<file path="config.mk">
export PLATFORM = sky130hd
export DESIGN_NAME = pwm_outmod
export DESIGN_NICKNAME = d
export VERILOG_FILES = /design/src/rtl/pwm_outmod_pkg.sv /design/src/rtl/pwm_outmod_regs.sv /design/src/rtl/pwm_outmod_combine.sv /design/src/rtl/pwm_outmod_level.sv /design/src/rtl/pwm_outmod.sv
export SDC_FILE = /design/constraint.sdc
export NUM_CORES = 1
export LEC_CHECK = 0
export ABC_AREA = 1
export BUFFER_PORTS_ARGS = -buffer_cell sky130_fd_sc_hd__buf_2
export CAP_MARGIN = 0
export CORE_AREA = 2 2 78 80
export CTS_CLUSTER_SIZE = 24
export DETAILED_ROUTE_END_ITERATION = 6
export DIE_AREA = 0 0 80 82
export PLACE_DENSITY = 0.53
export REMOVE_ABC_BUFFERS = 1
export SETUP_SLACK_MARGIN = 0.1
export SYNTH_ARGS = -nofsm -noshare
export SYNTH_HDL_FRONTEND = slang
export SYNTH_SLANG_ARGS = --single-unit
</file>
<file path="constraint.sdc">
create_clock -name clk -period 3.3 [get_ports clk]
set_clock_uncertainty 0.2 [all_clocks]
set_input_delay 0.495 -clock clk [delete_from_list [all_inputs] [get_ports clk]]
set_output_delay 0.495 -clock clk [all_outputs]
set_load 0.02 [all_outputs]
</file>
<file path="src/rtl/pwm_outmod_pkg.sv">
package pwm_outmod_pkg;
   localparam int unsigned ADDR_OWN_EN   = 0;
   localparam int unsigned ADDR_SHR_EN   = 1;
   localparam int unsigned ADDR_TRAP_EN  = 2;
   localparam int unsigned ADDR_PAT_EN   = 3;
   localparam int unsigned ADDR_POLARITY = 4;
   localparam int unsigned MIN_AW        = 3;

   typedef enum logic {
      LINE_PASSIVE = 1'b0,
      LINE_ACTIVE  = 1'b1
   } line_state_e;
endpackage

</file>
<file path="src/rtl/pwm_outmod_regs.sv">
module pwm_outmod_regs
   import pwm_outmod_pkg::*;
#(
   parameter int unsigned NUM_OUT = 6,
   parameter int unsigned AW      = 3,
   parameter int unsigned DW      = 8
) (
   input  logic               clk,
   input  logic               rst,
   input  logic [AW-1:0]      reg_addr,
   input  logic               reg_we,
   input  logic [DW-1:0]      reg_wdata,
   output logic [DW-1:0]      reg_rdata,
   input  logic               shadow_xfer,
   output logic [NUM_OUT-1:0] own_en,
   output logic [NUM_OUT-1:0] sh_en,
   output logic [NUM_OUT-1:0] trap_en,
   output logic               pat_en,
   output logic [NUM_OUT-1:0] psl_shadow,
   output logic [NUM_OUT-1:0] psl_work
);
   localparam int unsigned PAD = DW - NUM_OUT;

   logic hit_own, hit_shr, hit_trap, hit_pat, hit_pol;

   always_comb begin
      hit_own  = (reg_addr == AW'(ADDR_OWN_EN));
      hit_shr  = (reg_addr == AW'(ADDR_SHR_EN));
      hit_trap = (reg_addr == AW'(ADDR_TRAP_EN));
      hit_pat  = (reg_addr == AW'(ADDR_PAT_EN));
      hit_pol  = (reg_addr == AW'(ADDR_POLARITY));
   end

   always_ff @(posedge clk) begin
      if (rst) begin
         own_en  <= '0;
         sh_en   <= '0;
         trap_en <= '0;
         pat_en  <= 1'b0;
      end else if (reg_we) begin
         if (hit_own)  own_en  <= reg_wdata[NUM_OUT-1:0];
         if (hit_shr)  sh_en   <= reg_wdata[NUM_OUT-1:0];
         if (hit_trap) trap_en <= reg_wdata[NUM_OUT-1:0];
         if (hit_pat)  pat_en  <= reg_wdata[0];
      end
   end

   // Double-buffered polarity: write lands in shadow, strobe copies to work.
   always_ff @(posedge clk) begin
      if (rst) begin
         psl_shadow <= '0;
         psl_work   <= '0;
      end else begin
         if (shadow_xfer)         psl_work   <= psl_shadow;
         if (reg_we && hit_pol)   psl_shadow <= reg_wdata[NUM_OUT-1:0];
      end
   end

   logic [NUM_OUT-1:0] rd_sel;

   always_comb begin
      rd_sel = '0;
      if (hit_own)  rd_sel = own_en;
      if (hit_shr)  rd_sel = sh_en;
      if (hit_trap) rd_sel = trap_en;
      if (hit_pat)  rd_sel = NUM_OUT'(pat_en);
      if (hit_pol)  rd_sel = psl_work;
   end

   generate
      if (PAD > 0) begin : g_pad
         assign reg_rdata = {{PAD{1'b0}}, rd_sel};
      end else begin : g_nopad
         assign reg_rdata = rd_sel;
      end
   endgenerate
endmodule

</file>
<file path="src/rtl/pwm_outmod_combine.sv">
module pwm_outmod_combine
   import pwm_outmod_pkg::*;
#(
   parameter int unsigned NUM_OUT = 6
) (
   input  logic [NUM_OUT-1:0] chan_state,
   input  logic               shared_state,
   input  logic [NUM_OUT-1:0] pattern,
   input  logic               trap_state,
   input  logic [NUM_OUT-1:0] own_en,
   input  logic [NUM_OUT-1:0] sh_en,
   input  logic [NUM_OUT-1:0] trap_en,
   input  logic               pat_en,
   output line_state_e        line [NUM_OUT]
);
   generate
      for (genvar ch = 0; ch < NUM_OUT; ch++) begin : g_ch
         logic own_ok, shr_ok, pat_ok, trapped;
         always_comb begin
            own_ok  = !own_en[ch] || chan_state[ch];
            shr_ok  = !sh_en[ch]  || shared_state;
            pat_ok  = !pat_en     || pattern[ch];
            trapped = trap_en[ch] && trap_state;
            line[ch] = (own_ok && shr_ok && pat_ok && !trapped) ? LINE_ACTIVE
                                                                : LINE_PASSIVE;
         end
      end
   endgenerate
endmodule

</file>
<file path="src/rtl/pwm_outmod_level.sv">
module pwm_outmod_level
   import pwm_outmod_pkg::*;
#(
   parameter int unsigned NUM_OUT = 6
) (
   input  line_state_e        line [NUM_OUT],
   input  logic [NUM_OUT-1:0] psl_work,
   output logic [NUM_OUT-1:0] pin_out
);
   generate
      for (genvar ch = 0; ch < NUM_OUT; ch++) begin : g_lvl
         assign pin_out[ch] = (line[ch] == LINE_ACTIVE) ? ~psl_work[ch]
                                                        :  psl_work[ch];
      end
   endgenerate
endmodule

</file>
<file path="src/rtl/pwm_outmod.sv">
module pwm_outmod
   import pwm_outmod_pkg::*;
#(
   parameter int unsigned NUM_OUT = 6,
   parameter int unsigned AW      = 3,
   parameter int unsigned DW      = 8
) (
   input  logic               clk,
   input  logic               rst,
   input  logic [AW-1:0]      reg_addr,
   input  logic               reg_we,
   input  logic [DW-1:0]      reg_wdata,
   output logic [DW-1:0]      reg_rdata,
   input  logic [NUM_OUT-1:0] chan_state,
   input  logic               shared_state,
   input  logic [NUM_OUT-1:0] pattern,
   input  logic               trap_state,
   input  logic               shadow_xfer,
   output logic [NUM_OUT-1:0] pin_out
);
   generate
      if (NUM_OUT < 1) begin : g_bad_n
         $error("pwm_outmod: NUM_OUT must be at least 1");
      end
      if (DW < NUM_OUT) begin : g_bad_dw
         $error("pwm_outmod: DW must hold NUM_OUT bits");
      end
      if (AW < MIN_AW) begin : g_bad_aw
         $error("pwm_outmod: AW too narrow for the register map");
      end
   endgenerate

   logic [NUM_OUT-1:0] own_en, sh_en, trap_en, psl_shadow, psl_work;
   logic               pat_en;
   line_state_e        line [NUM_OUT];

   pwm_outmod_regs #(.NUM_OUT(NUM_OUT), .AW(AW), .DW(DW)) u_regs (
      .clk        (clk),
      .rst        (rst),
      .reg_addr   (reg_addr),
      .reg_we     (reg_we),
      .reg_wdata  (reg_wdata),
      .reg_rdata  (reg_rdata),
      .shadow_xfer(shadow_xfer),
      .own_en     (own_en),
      .sh_en      (sh_en),
      .trap_en    (trap_en),
      .pat_en     (pat_en),
      .psl_shadow (psl_shadow),
      .psl_work   (psl_work)
   );

   pwm_outmod_combine #(.NUM_OUT(NUM_OUT)) u_comb (
      .chan_state  (chan_state),
      .shared_state(shared_state),
      .pattern     (pattern),
      .trap_state  (trap_state),
      .own_en      (own_en),
      .sh_en       (sh_en),
      .trap_en     (trap_en),
      .pat_en      (pat_en),
      .line        (line)
   );

   pwm_outmod_level #(.NUM_OUT(NUM_OUT)) u_lvl (
      .line    (line),
      .psl_work(psl_work),
      .pin_out (pin_out)
   );
endmodule

</file>
==> impl_metrics.yaml <==
outcome:
  status: "complete, no violations"
setup_path:
  cp-end-kind: "output port"
  max_stage_delay_ns: 0.54
  worstPathRequired_ns: 2.60
  r2r_cells: 4
  cp_max_fo: 9
  cp_num_cells: 5
  cp-start-kind: "input pin"
  critical-path-top-delay-family: "simple AND/OR/NAND/NOR gates"
  worst_path_max_delay_cell: "nor3_2"
  crit_chain: "buf_2, nor3_2, nand2_1, nand4_1, buf_2"
  crit_type: "in2out"
  cpMostUsedCell: "buf_2"
  cp_num_buf_inv: 2
  arrival_ns: 1.61
cts:
  cts_buffer_depth: 2
  tritoncts: "yes"
  clock_latency_ns: 0.27
  cts.sinks: 31
  h-tree-depth: 2
  post_cts.repair.setup_buffers: 0
  numCtsBuffers: 5
  cts_hold_buf: 0
  cts_resized: 0
  cts_root_buf: "clkbuf_8"
  clk_pin_slew_ns: 0.07
sta:
  drv_slew: 0
  holdWs_ns: 0.253
  setup_ws_ns: 0.999
  finalCritPeriodShare_pct: 69.7
  period_minus_slack_ns: 2.30
  maxSlewHeadroom_pct: 43.7
  fmax_mhz: 435
  rsz0062_at_grt: "false"
  final-hold-violation-count: 0
  tns_ns: 0
  tightest_slew_ns: 0.844
  setup_viol: 0
cells_and_area:
  n_antenna_cell: 0
  nNetsFinal: 348
  drive_above_1_share_pct: 17.9
  final_cell_area_sq_um: 1990
  area_growth_pct: 18.0
  final_core_util_pct: 34.6
synth:
  synthCells: 281
  syn_area_sq_um: 1690
  yosysUniqueCellTypes: 20
  avgSynthCellArea_sq_um: 6.00
  yosysSeqAreaShare_pct: 36.8
  yosys_warnings: 0
  ys_seq_elements: 31
drt:
  routedWlPerCell_microns: 11.5
  drc: 0
  wirelength_microns: 4530
  drtPass1Iterations: 4
  antenna_violating_nets_post_route: 0
  vias_per_cell: 4.35
  drtIter0Drc: 59
  vias: 1708
placed_design:
  dp_hpwl_microns: 3120
  portBuffers: 38
  gp_congestion: 0.712
  place_ws_ns: 1.00
  placed_area_sq_um: 1920
grt:
  antenna_found_initial: 0
  use_met1_pct: 18.4
  grt-ovfl-total: 0
  globalRouteMet3Util_pct: 3.74
  groute.usage.overall_pct: 14.6
  grt_pass1_wl_microns: 7130
  grt_pass1_vias: 1536
  gr-usage-met2_pct: 24.0
  top_usage_layer: "met2"
  grt_max_degree: 28
power_and_ir_drop:
  leakage_nw: 0.985
  ir_worst_vdd_v: 0.000159
  power_density_nw_per_um2: 403
die:
  start_util_pct: 29.4
  chipWidth_microns: 80
  num_rows: 28
  die_area_sq_um: 6560
  io_pins: 43
  core_sq_um: 5750
  die_h_microns: 82
min_path:
  whs_path_depth: 2
  worstHoldPathType: "reg2reg"
flow_run:
  cap_violations: 0
==> flip-flops by register name (all words and copies together), names as in the netlist <==
| register | count |
|---|---|
| u_regs.own_en | 6 |
| u_regs.pat_en | 1 |
| u_regs.psl_shadow | 6 |
| u_regs.psl_work | 6 |
| u_regs.sh_en | 6 |
| u_regs.trap_en | 6 |
==> where the power goes <==
group	internal (W)	switching [W]	leakage, nW
Clock	0.000140	0.000133	0.0371
Combinational	0.0000447	0.0000838	0.696
Sequential	0.000389	0.00000927	0.253
==> kinds of logic after synthesis <==
kind of cell,synth area share [%]
AO/OA/AOI/OAI,8.90
buffers and inverters,12.1
flip-flops,36.8
other,0.222
AND/OR/NAND/NOR,42.0
==> layout by cell type, fill, tap and decap left out <==
cell type  netlist  final
nand3_1          5      5
o21ai_1          6      6
nand2_1         97     97
clkbuf_8         0      5
conb_1           1      2
nand4_1          6      6
buf_2            4     38
nand2_2          2      2
dfxtp_1         31     31
nor2_2           2      2
nor3_2           1      1
inv_2            5      5
inv_1           28     28
nor3_1           1      1
clkbuf_1         1      1
buf_4            3      3
o21ai_0         18     18
nor2_1          60     60
nor3_4           1      1
a21oi_1          6      6
==> worst register-to-register path, stage by stage, from the launching register on <==
cell     delay, ns
dfxtp_1       0.31
inv_1         0.22
nand2_1       0.09
nand2_1       0.06
nor2_1        0.05
==> routing by layer <==
metal | share of wire [%] | up-vias
li1 | - | 924
met3 | 5.8 | 2
met1 | 46 | 737
met2 | 47 | 45
met5 | 0 | -
met4 | 0.88 | 0
==> area by class of cell <==
class,count,area [sq um]
tap,75,93.8
fill,674,3760
clock buffer,6,72.6
timing repair buffer,41,213
sequential,31,621
inverter,33,124
multi-input combinational,207,866
==> cell usage after synthesis <==
master     n  area [sq um]
nand2_1   97           364
nor2_1    60           225
dfxtp_1   31           621
inv_1     28           105
o21ai_0   18          90.1
a21oi_1    6          30.0
nand4_1    6          37.5
o21ai_1    6          30.0
inv_2      5          18.8
nand3_1    5          25.0
buf_2      4          20.0
buf_4      3          22.5
buf_6      3          33.8
nand2_2    2          12.5
nor2_2     2          12.5
clkbuf_1   1          3.75
conb_1     1          3.75
nor3_1     1          5.00
nor3_2     1          10.0
nor3_4     1          16.3
==> through the flow <==
stage,cells,total power (W)
6_report,393,0.000801
5_1_grt,393,0.000846
4_1_cts,393,0.000814
3_5_place_dp,387,0.000536
3_3_place_gp,387,0.000535
2_1_floorplan,271,0.000480
==> worst paths after layout <==
| kind | startpoint | to | slack (ns) |
|---|---|---|---|
| setup / recovery | reg_addr[0] | reg_rdata[2] | 1.0 |
| hold / removal | u_regs.psl_shadow[2] | u_regs.psl_work[2] | 0.25 |
| setup reg to reg | u_regs.pat_en | u_regs.pat_en | 2.27 |
| hold reg to reg | u_regs.psl_shadow[2] | u_regs.psl_work[2] | 0.25 |
(Power assumes the default switching activity.)
